### src/rtl/irq_tree.sv
module irq_tree #(
  parameter int W       = 32,
  parameter int AW      = 4,
  parameter int TX_BIT  = 9,
  parameter int RX_BIT  = 8,
  parameter int DMA_BIT = 24,
  parameter int POL_BIT = 17
) (
  input  logic          clk,
  input  logic          rst_n,
  input  logic          wr_en,
  input  logic [AW-1:0] addr,
  input  logic [W-1:0]  wdata,
  output logic [W-1:0]  rdata,
  input  logic [W-1:0]  evt_set_i,
  input  logic [W-1:0]  evt_clr_i,
  input  logic [W-1:0]  usb_evt_i,
  input  logic [W-1:0]  dma_evt_i,
  input  logic          ready_i,
  output logic          irq_o
);
  localparam int HALF = W / 2;
  localparam logic [AW-1:0] A_TOP = AW'(0), A_TSET = AW'(1), A_TCLR = AW'(2), A_TMSK = AW'(3);
  localparam logic [AW-1:0] A_USB = AW'(4), A_USET = AW'(5), A_UCLR = AW'(6), A_UMSK = AW'(7);
  localparam logic [AW-1:0] A_DMA = AW'(8), A_DSET = AW'(9), A_DCLR = AW'(10), A_DMSK = AW'(11);
  localparam logic [AW-1:0] A_CTL = AW'(12);
  localparam logic [W-1:0] SUM_MASK = (W'(1) << TX_BIT) | (W'(1) << RX_BIT) | (W'(1) << DMA_BIT);

  logic [W-1:0] top_q, top_msk_q, usb_q, usb_msk_q, dma_q, dma_msk_q, ctl_q;
  logic         irq_q;

  function automatic logic [W-1:0] wsel(input logic hit, input logic [W-1:0] d);
    return hit ? d : '0;
  endfunction

  logic [W-1:0] usb_nxt, dma_nxt, top_nxt, usb_pend, top_view;
  logic         tx_sum, rx_sum, dma_sum, any_pend;

  assign usb_nxt = (usb_q & ~wsel(wr_en && addr == A_UCLR, wdata))
                 | wsel(wr_en && addr == A_USET, wdata) | usb_evt_i;
  assign dma_nxt = (dma_q & ~wsel(wr_en && addr == A_DCLR, wdata))
                 | wsel(wr_en && addr == A_DSET, wdata) | dma_evt_i;
  assign top_nxt = ((top_q & ~(wsel(wr_en && addr == A_TCLR, wdata) | evt_clr_i))
                 | wsel(wr_en && addr == A_TSET, wdata) | evt_set_i) & ~SUM_MASK;

  assign usb_pend = usb_q & ~usb_msk_q;
  assign tx_sum   = |usb_pend[HALF-1:0];
  assign rx_sum   = |usb_pend[W-1:HALF];
  assign dma_sum  = |(dma_q & ~dma_msk_q);
  assign top_view = top_q | (W'(tx_sum) << TX_BIT) | (W'(rx_sum) << RX_BIT) | (W'(dma_sum) << DMA_BIT);
  assign any_pend = |(top_view & ~top_msk_q);

  always_ff @(posedge clk or negedge rst_n) begin
    if (!rst_n) begin
      top_q     <= '0;
      usb_q     <= '0;
      dma_q     <= '0;
      top_msk_q <= '1;
      usb_msk_q <= '1;
      dma_msk_q <= '1;
      ctl_q     <= '0;
      irq_q     <= 1'b0;
    end else begin
      top_q <= top_nxt;
      usb_q <= usb_nxt;
      dma_q <= dma_nxt;
      if (wr_en && addr == A_TMSK) top_msk_q <= wdata;
      if (wr_en && addr == A_UMSK) usb_msk_q <= wdata;
      if (wr_en && addr == A_DMSK) dma_msk_q <= wdata;
      if (wr_en && addr == A_CTL)  ctl_q     <= wdata;
      irq_q <= ready_i & (ctl_q[POL_BIT] ? any_pend : ~any_pend);
    end
  end

  assign irq_o = irq_q;

  always_comb begin
    case (addr)
      A_TOP, A_TSET, A_TCLR: rdata = top_view;
      A_TMSK:                rdata = top_msk_q;
      A_USB, A_USET, A_UCLR: rdata = usb_q;
      A_UMSK:                rdata = usb_msk_q;
      A_DMA, A_DSET, A_DCLR: rdata = dma_q;
      A_DMSK:                rdata = dma_msk_q;
      A_CTL:                 rdata = ctl_q;
      default:               rdata = '0;
    endcase
  end


  ready_gate_chk: assert property (@(posedge clk) disable iff (!rst_n)
    !ready_i |=> !irq_o);


  set_wins_chk: assert property (@(posedge clk) disable iff (!rst_n)
    (wr_en && addr == A_TSET) |=> ((top_q & $past(wdata & ~SUM_MASK)) == $past(wdata & ~SUM_MASK)));


  clear_chk: assert property (@(posedge clk) disable iff (!rst_n)
    (wr_en && addr == A_TCLR) |=> ((top_q & $past(wdata & ~evt_set_i)) == '0));


  evt_set_chk: assert property (@(posedge clk) disable iff (!rst_n)
    ((evt_set_i & ~SUM_MASK) != '0) |=> ((top_q & $past(evt_set_i & ~SUM_MASK)) == $past(evt_set_i & ~SUM_MASK)));


  pol_high_chk: assert property (@(posedge clk) disable iff (!rst_n)
    (ctl_q[POL_BIT] && ready_i && ((top_view & ~top_msk_q) != '0)) |=> irq_o);


  sum_free_chk: assert property (@(posedge clk) disable iff (!rst_n)
    (usb_q == '0 && dma_q == '0) |-> ((rdata & SUM_MASK) == '0 || addr > A_TCLR));
endmodule

### config.mk
export PLATFORM = sky130hd
export DESIGN_NAME = irq_tree
export DESIGN_NICKNAME = d
export VERILOG_FILES = /design/src/rtl/irq_tree.sv
export SDC_FILE = /design/constraint.sdc
export NUM_CORES = 1
export LEC_CHECK = 0
export ABC_AREA = 1
export BUFFER_PORTS_ARGS = -buffer_cell sky130_fd_sc_hd__buf_2
export CAP_MARGIN = 20
export CORE_UTILIZATION = 58
export DETAILED_ROUTE_END_ITERATION = 16
export PLACE_DENSITY = 0.82
export SKIP_CTS_REPAIR_TIMING = 1
export SLEW_MARGIN = 20
export SYNTH_ARGS = -nofsm -noshare
export SYNTH_HDL_FRONTEND = slang
export SYNTH_SLANG_ARGS = --single-unit
### constraint.sdc
create_clock -name clk -period 2.57 [get_ports clk]
set_input_delay 0.257 -clock clk [delete_from_list [all_inputs] [get_ports clk]]
set_output_delay 0.257 -clock clk [all_outputs]
set_load 0.05 [all_outputs]
# ---- Word level (Yosys, flattened, before mapping)
# Cells that the tools add are included.
dict set report op_classes {
  mux 8
  reduce_logical 18
  eq_ne 12
  bitwise 24
}
# operator count
set op_table {}
lappend op_table {{32-bit OR} 7}
lappend op_table {{32-bit one-hot mux with 7 select lines} 1}
lappend op_table {{32-bit bitwise AND} 6}
lappend op_table {{32-bit 2-to-1 mux} 6}
lappend op_table {{32-bit inverter} 6}
lappend op_table {{32-bit OR reduction} 2}
lappend op_table {{32-bit by 10-bit OR with 32-bit output} 1}
lappend op_table {{32-bit by 25-bit OR with 32-bit output} 1}
lappend op_table {{32-bit by 9-bit OR with 32-bit output} 1}
lappend op_table {{16-bit OR reduction} 2}
lappend op_table {{4-bit equality test (second input constant)} 5}
lappend op_table {{4-bit by 3-bit equality test with 1-bit output (second input constant)} 4}
lappend op_table {{1-bit logical AND} 10}
lappend op_table {{3-bit OR reduction} 3}
lappend op_table {{4-bit by 2-bit equality test with 1-bit output (second input constant)} 2}
lappend op_table {{4-bit by 1-bit equality test with 1-bit output (second input constant)} 1}
lappend op_table {{4-bit zero test} 1}
lappend op_table {{1-bit bitwise AND} 1}
lappend op_table {{1-bit 2-to-1 mux} 1}
lappend op_table {{1-bit inverter} 1}
dict set report totals {
  regBits 222
  input_bits 168
  output_inout_bits 33
}

# ---- Depth between registers and ports, before layout
dict set report logic_depth {
  word_depth 11
  depth_mapped 12
  mapped_depth_nobuf 12
}

# ---- Worst setup path after synthesis
# OpenSTA, ideal clock, no wires.
dict set report synth_path {
  path_type {reg-to-output}
  start {register usb_msk_q[21]}
  end {output port rdata[8]}
  n_path_buf 0
  stages_incl_launch_ff 6
  arrival_time_ns 1.742
  setup_slack_ns 0.571
  required_time_ns 2.313
  cell_sequence {dfstp_2 > o21ai_0 > nor2_1 > nand2_1 > nor2_1 > o21ai_0}
}
dict set report synth_via {
  elab_chain_len 6
}
# item line
set synth_rtl {}
lappend synth_rtl {{from (decl)} 29} ;# logic [W-1:0] top_q, top_msk_q, usb_q, usb_msk_q, dma_q, dma_msk_q, ctl_q;
lappend synth_rtl {{from (signal assigned)} 68} ;# if (wr_en && addr == A_UMSK) usb_msk_q <= wdata;
lappend synth_rtl {{32-bit inverter} 46} ;# assign usb_pend = usb_q & ~usb_msk_q;
lappend synth_rtl {{32-bit bitwise AND} 46}
lappend synth_rtl {{16-bit OR reduction} 48} ;# assign rx_sum = |usb_pend[W-1:HALF];
lappend synth_rtl {{32-bit by 9-bit OR with 32-bit output} 50} ;# assign top_view = top_q | (W'(tx_sum) << TX_BIT) | (W'(rx_sum) << RX_BIT) | (W'(dma_sum) << DMA_BIT);
lappend synth_rtl {{32-bit by 25-bit OR with 32-bit output} 50}
lappend synth_rtl {{32-bit one-hot mux with 7 select lines} 78} ;# case (addr)
lappend synth_rtl {{to (decl)} 14} ;# output logic [W-1:0] rdata,
# No other way between the ends.

# ---- Final worst setup path
dict set report layout_path {
  start {register dma_msk_q[6]}
  end {output port rdata[24]}
}
dict set report layout_via {
  elab_chain_len 5
}
# item line
set layout_rtl {}
lappend layout_rtl {{from (decl)} 29}
lappend layout_rtl {{from (signal assigned)} 69} ;# if (wr_en && addr == A_DMSK) dma_msk_q <= wdata;
lappend layout_rtl {{32-bit inverter} 49} ;# assign dma_sum = |(dma_q & ~dma_msk_q);
lappend layout_rtl {{32-bit bitwise AND} 49}
lappend layout_rtl {{32-bit OR reduction} 49}
lappend layout_rtl {{32-bit by 25-bit OR with 32-bit output} 50}
lappend layout_rtl {{32-bit one-hot mux with 7 select lines} 78}
# No other way between the ends.

==> impl_metrics.env <==
export IMPL_cp_end_kind="output pin"
export IMPL_hold_path_class="in2reg"
export IMPL_crit_required_ns=2.31
export IMPL_clock_latency_ns=0.52
export IMPL_fmax_mhz=401.2
export IMPL_seq_area_frac_synth_pct=50.81
export IMPL_powerDensity_nw_per_um2=703.7
export IMPL_syn_area_um2=11170
export IMPL_critPathKind="reg2out"
export IMPL_synth_warnings=0
export IMPL_htree_levels=1
export IMPL_period_share_pct=96.99
export IMPL_worstPathArrival_ns=2.24
export IMPL_p_leak_uw=0.006809
export IMPL_path_delay_family="simple AND/OR/NAND/NOR gates"
export IMPL_path_buf_inv=2
export IMPL_antenna_found_initial=3
export IMPL_drtAntennaViolNets=0
export IMPL_async_reset_ff_share_pct=100.0
export IMPL_finalNonFillerCells=1976
export IMPL_synth_enable_flop_cells=0
export IMPL_ir_drop_mv=0.4359
export IMPL_hold_slack_ns=-0.006167
export IMPL_io_buffers=194
export IMPL_hpwl_um=23080
export IMPL_drc=0
export IMPL_core_rowCount=50
export IMPL_crit_fanout=3
export IMPL_synth_nets=1600
export IMPL_io_pins=201
export IMPL_clkTransAtPathRegs_ns=0.06
export IMPL_core_area_um2=18770
export IMPL_drt_wl_total_um=37510
export IMPL_status="finished, violations left"
export IMPL_cts_tree="yes"
export IMPL_setup_violations_final=0
export IMPL_ys_types=27
export IMPL_avgSynthCellArea_um2=7.800
export IMPL_grt_use_total_pct=35.37
export IMPL_fp_dieH_um=140.8
export IMPL_cts_sinks=222
export IMPL_slew_violations=0
export IMPL_clock_skew_ns=0.01282
export IMPL_dr_total_vias=11687
export IMPL_drv_cap=0
export IMPL_drive_gt1_share_pct=22.38
export IMPL_hold_violations=2
export IMPL_rsz0062_at_grt="no"
export IMPL_syn_to_final_growth_pct=28.79
export IMPL_cp_start_kind="flip-flop"
export IMPL_crit_slowest_cell="dfstp_2"
export IMPL_fin_tns_setup_ns=0
export IMPL_post_route_util_pct=76.65
export IMPL_nNetsFinal=1888
export IMPL_gp_congestion=0.9141
export IMPL_grt_pass1_wl_um=54760
export IMPL_post_drt_wl_per_cell_um=18.98
export IMPL_cpMostUsedCell="nand2_1"
export IMPL_cts_root_buffer="clkbuf_16"
export IMPL_grt_pass1_vias=10785
export IMPL_violations="negative hold slack"
export IMPL_cpPeakStageDelay_ns=0.55
export IMPL_tightest_slew_ns=0.6888
export IMPL_synth_ff_type="dfrtp_1"
export IMPL_relSlewSlack_pct=53.97
export IMPL_die_w_um=140.8
export IMPL_start_util_pct=59.51
export IMPL_path_cells="inv_1, nand2_1, nand2_1, nor2_1, nand2_1, nor2_1, nand2_1, nand2_1, o2111ai_2, buf_4"
export IMPL_grt_max_degree=86
export IMPL_cts_buffers=24
export IMPL_finalCriticalPeriod_ns=2.493
export IMPL_drt_pass1_iterations=6
export IMPL_overflow=0
export IMPL_placed_cells=1832
export IMPL_vias_per_cell=5.914
export IMPL_die_area_um2=19820
export IMPL_syn_inst=1432
export IMPL_initialDrtViolationCount=1183
export IMPL_clk_path_buf_depth=3
export IMPL_synth_seq_cells=222
## cells by family (layout without fill, tap and decap cells)
group / Yosys count / in the layout / synth area share [%]
buffers and inverters: 238 / 544 / 8.334
and+or+nand+nor: 567 / 567 / 20.14
other: 0 / 4 / 0
AOI/OAI and AO/OA: 405 / 405 / 20.71
DFF: 222 / 222 / 50.81
## worst reg2reg max path, stage by stage, from the launching register on
cell and delay (ns):
dfstp_2 0.55, inv_1 0.05, nand2_1 0.05, nand2_1 0.06, nor2_1 0.16, nand2_1 0.10, nor2_1 0.16, nand2_1 0.09
nand2_1 0.12, inv_1 0.06, nor2_1 0.10, nor2_1 0.05, nor2_1 0.14
## cells in the final DEF, fill, tap and decap left out, types with 3 or more instances in the layout
master / Yosys / final
clkbuf_16: 0 / 25
a21oi_1: 89 / 89
inv_1: 166 / 166
nand4_1: 4 / 4
dfrtp_1: 126 / 126
o22ai_1: 6 / 6
o21ai_0: 228 / 228
inv_2: 4 / 4
a221oi_1: 21 / 21
nor2_1: 72 / 69
o2111ai_1: 9 / 8
nand3_1: 66 / 66
dlygate4sd3_1: 0 / 96
buf_12: 0 / 5
a221o_1: 29 / 29
nor2_4: 1 / 4
clkbuf_8: 0 / 6
nand2_2: 5 / 6
nand2_1: 417 / 416
dfstp_2: 96 / 96
a31oi_1: 3 / 3
bufinv_16: 0 / 4
buf_2: 21 / 192
clkinv_2: 0 / 8
buf_4: 1 / 36
diode_2: 0 / 4
o21ai_1: 14 / 14
## synthesized netlist by cell type (6+ instances only)
cell       count  area [um2]
a21oi_1       89       445.4
nor2_1        72       270.3
dfstp_2       96        2522
o21ai_0      228        1141
clkbuf_1      45       168.9
o21ai_1       14       70.07
o22ai_1        6       37.54
nand3_1       66       330.3
inv_1        166       623.1
a221o_1       29       290.3
o2111ai_1      9       78.83
buf_2         21       105.1
dfrtp_1      126        3153
nand2_1      417        1565
a221oi_1      21       183.9
## metrics by stage
stage	setup WS (ns)	power, uW	instance area (um2)
2_1_floorplan	0.5705	5595	11170
3_3_place_gp	0.4194	6143	12540
3_5_place_dp	0.4011	6220	12540
4_1_cts	0.08242	9971	13410
5_1_grt	0.007334	10550	14380
6_report	0.07726	10120	14390
## state kept, by name, indices dropped and copies added, names as in the netlist
name       count
ctl_q         32
dma_msk_q     32
dma_q         32
irq_o          1
top_msk_q     32
top_q         29
usb_msk_q     32
usb_q         32
## cell type report
cell class	instances	area, um2
Antenna cell	4	10.01
Clock buffer	32	701.9
Clock inverter	12	160.2
Fill cell	1273	4383
Inverter	170	638.1
Multi-Input combinational cell	972	4601
Sequential cell	222	5675
Tap cell	234	292.8
Timing Repair Buffer	330	2306
## power by group
| group | total (uW) | switching (uW) | internal, uW |
|---|---|---|---|
| clock | 3750 | 1440 | 2310 |
| sequential | 4500 | 318 | 4180 |
| combinational | 1870 | 1180 | 684 |
## per-layer routing
layer	GRT usage, %	wire length [um]	vias up
met5	0	16	-
met4	15.79	1715	2
met3	7.269	3754	147
met2	57.58	17620	747
met1	45.90	14410	5482
li1	-	-	5309
## worst paths after layout
kind                       slack [ns]  depth (start not counted)                         to                      start
setup / recovery                 0.08                         10                  rdata[24]   dma_msk_q[6]$_DFFE_PN1P_
hold / removal                 -0.006                          3            irq_o$_DFF_PN0_                    ready_i
setup reg to reg                 0.81                         12            irq_o$_DFF_PN0_   dma_msk_q[6]$_DFFE_PN1P_
hold reg to reg                  0.48                          2  top_msk_q[27]$_DFFE_PN1P_  top_msk_q[27]$_DFFE_PN1P_
max in group asynchronous        1.46                          3  top_msk_q[29]$_DFFE_PN1P_                      rst_n
min in group asynchronous        0.27                          2        top_q[21]$_DFF_PN0_                      rst_n
Power figures use the tool's default switching activity.
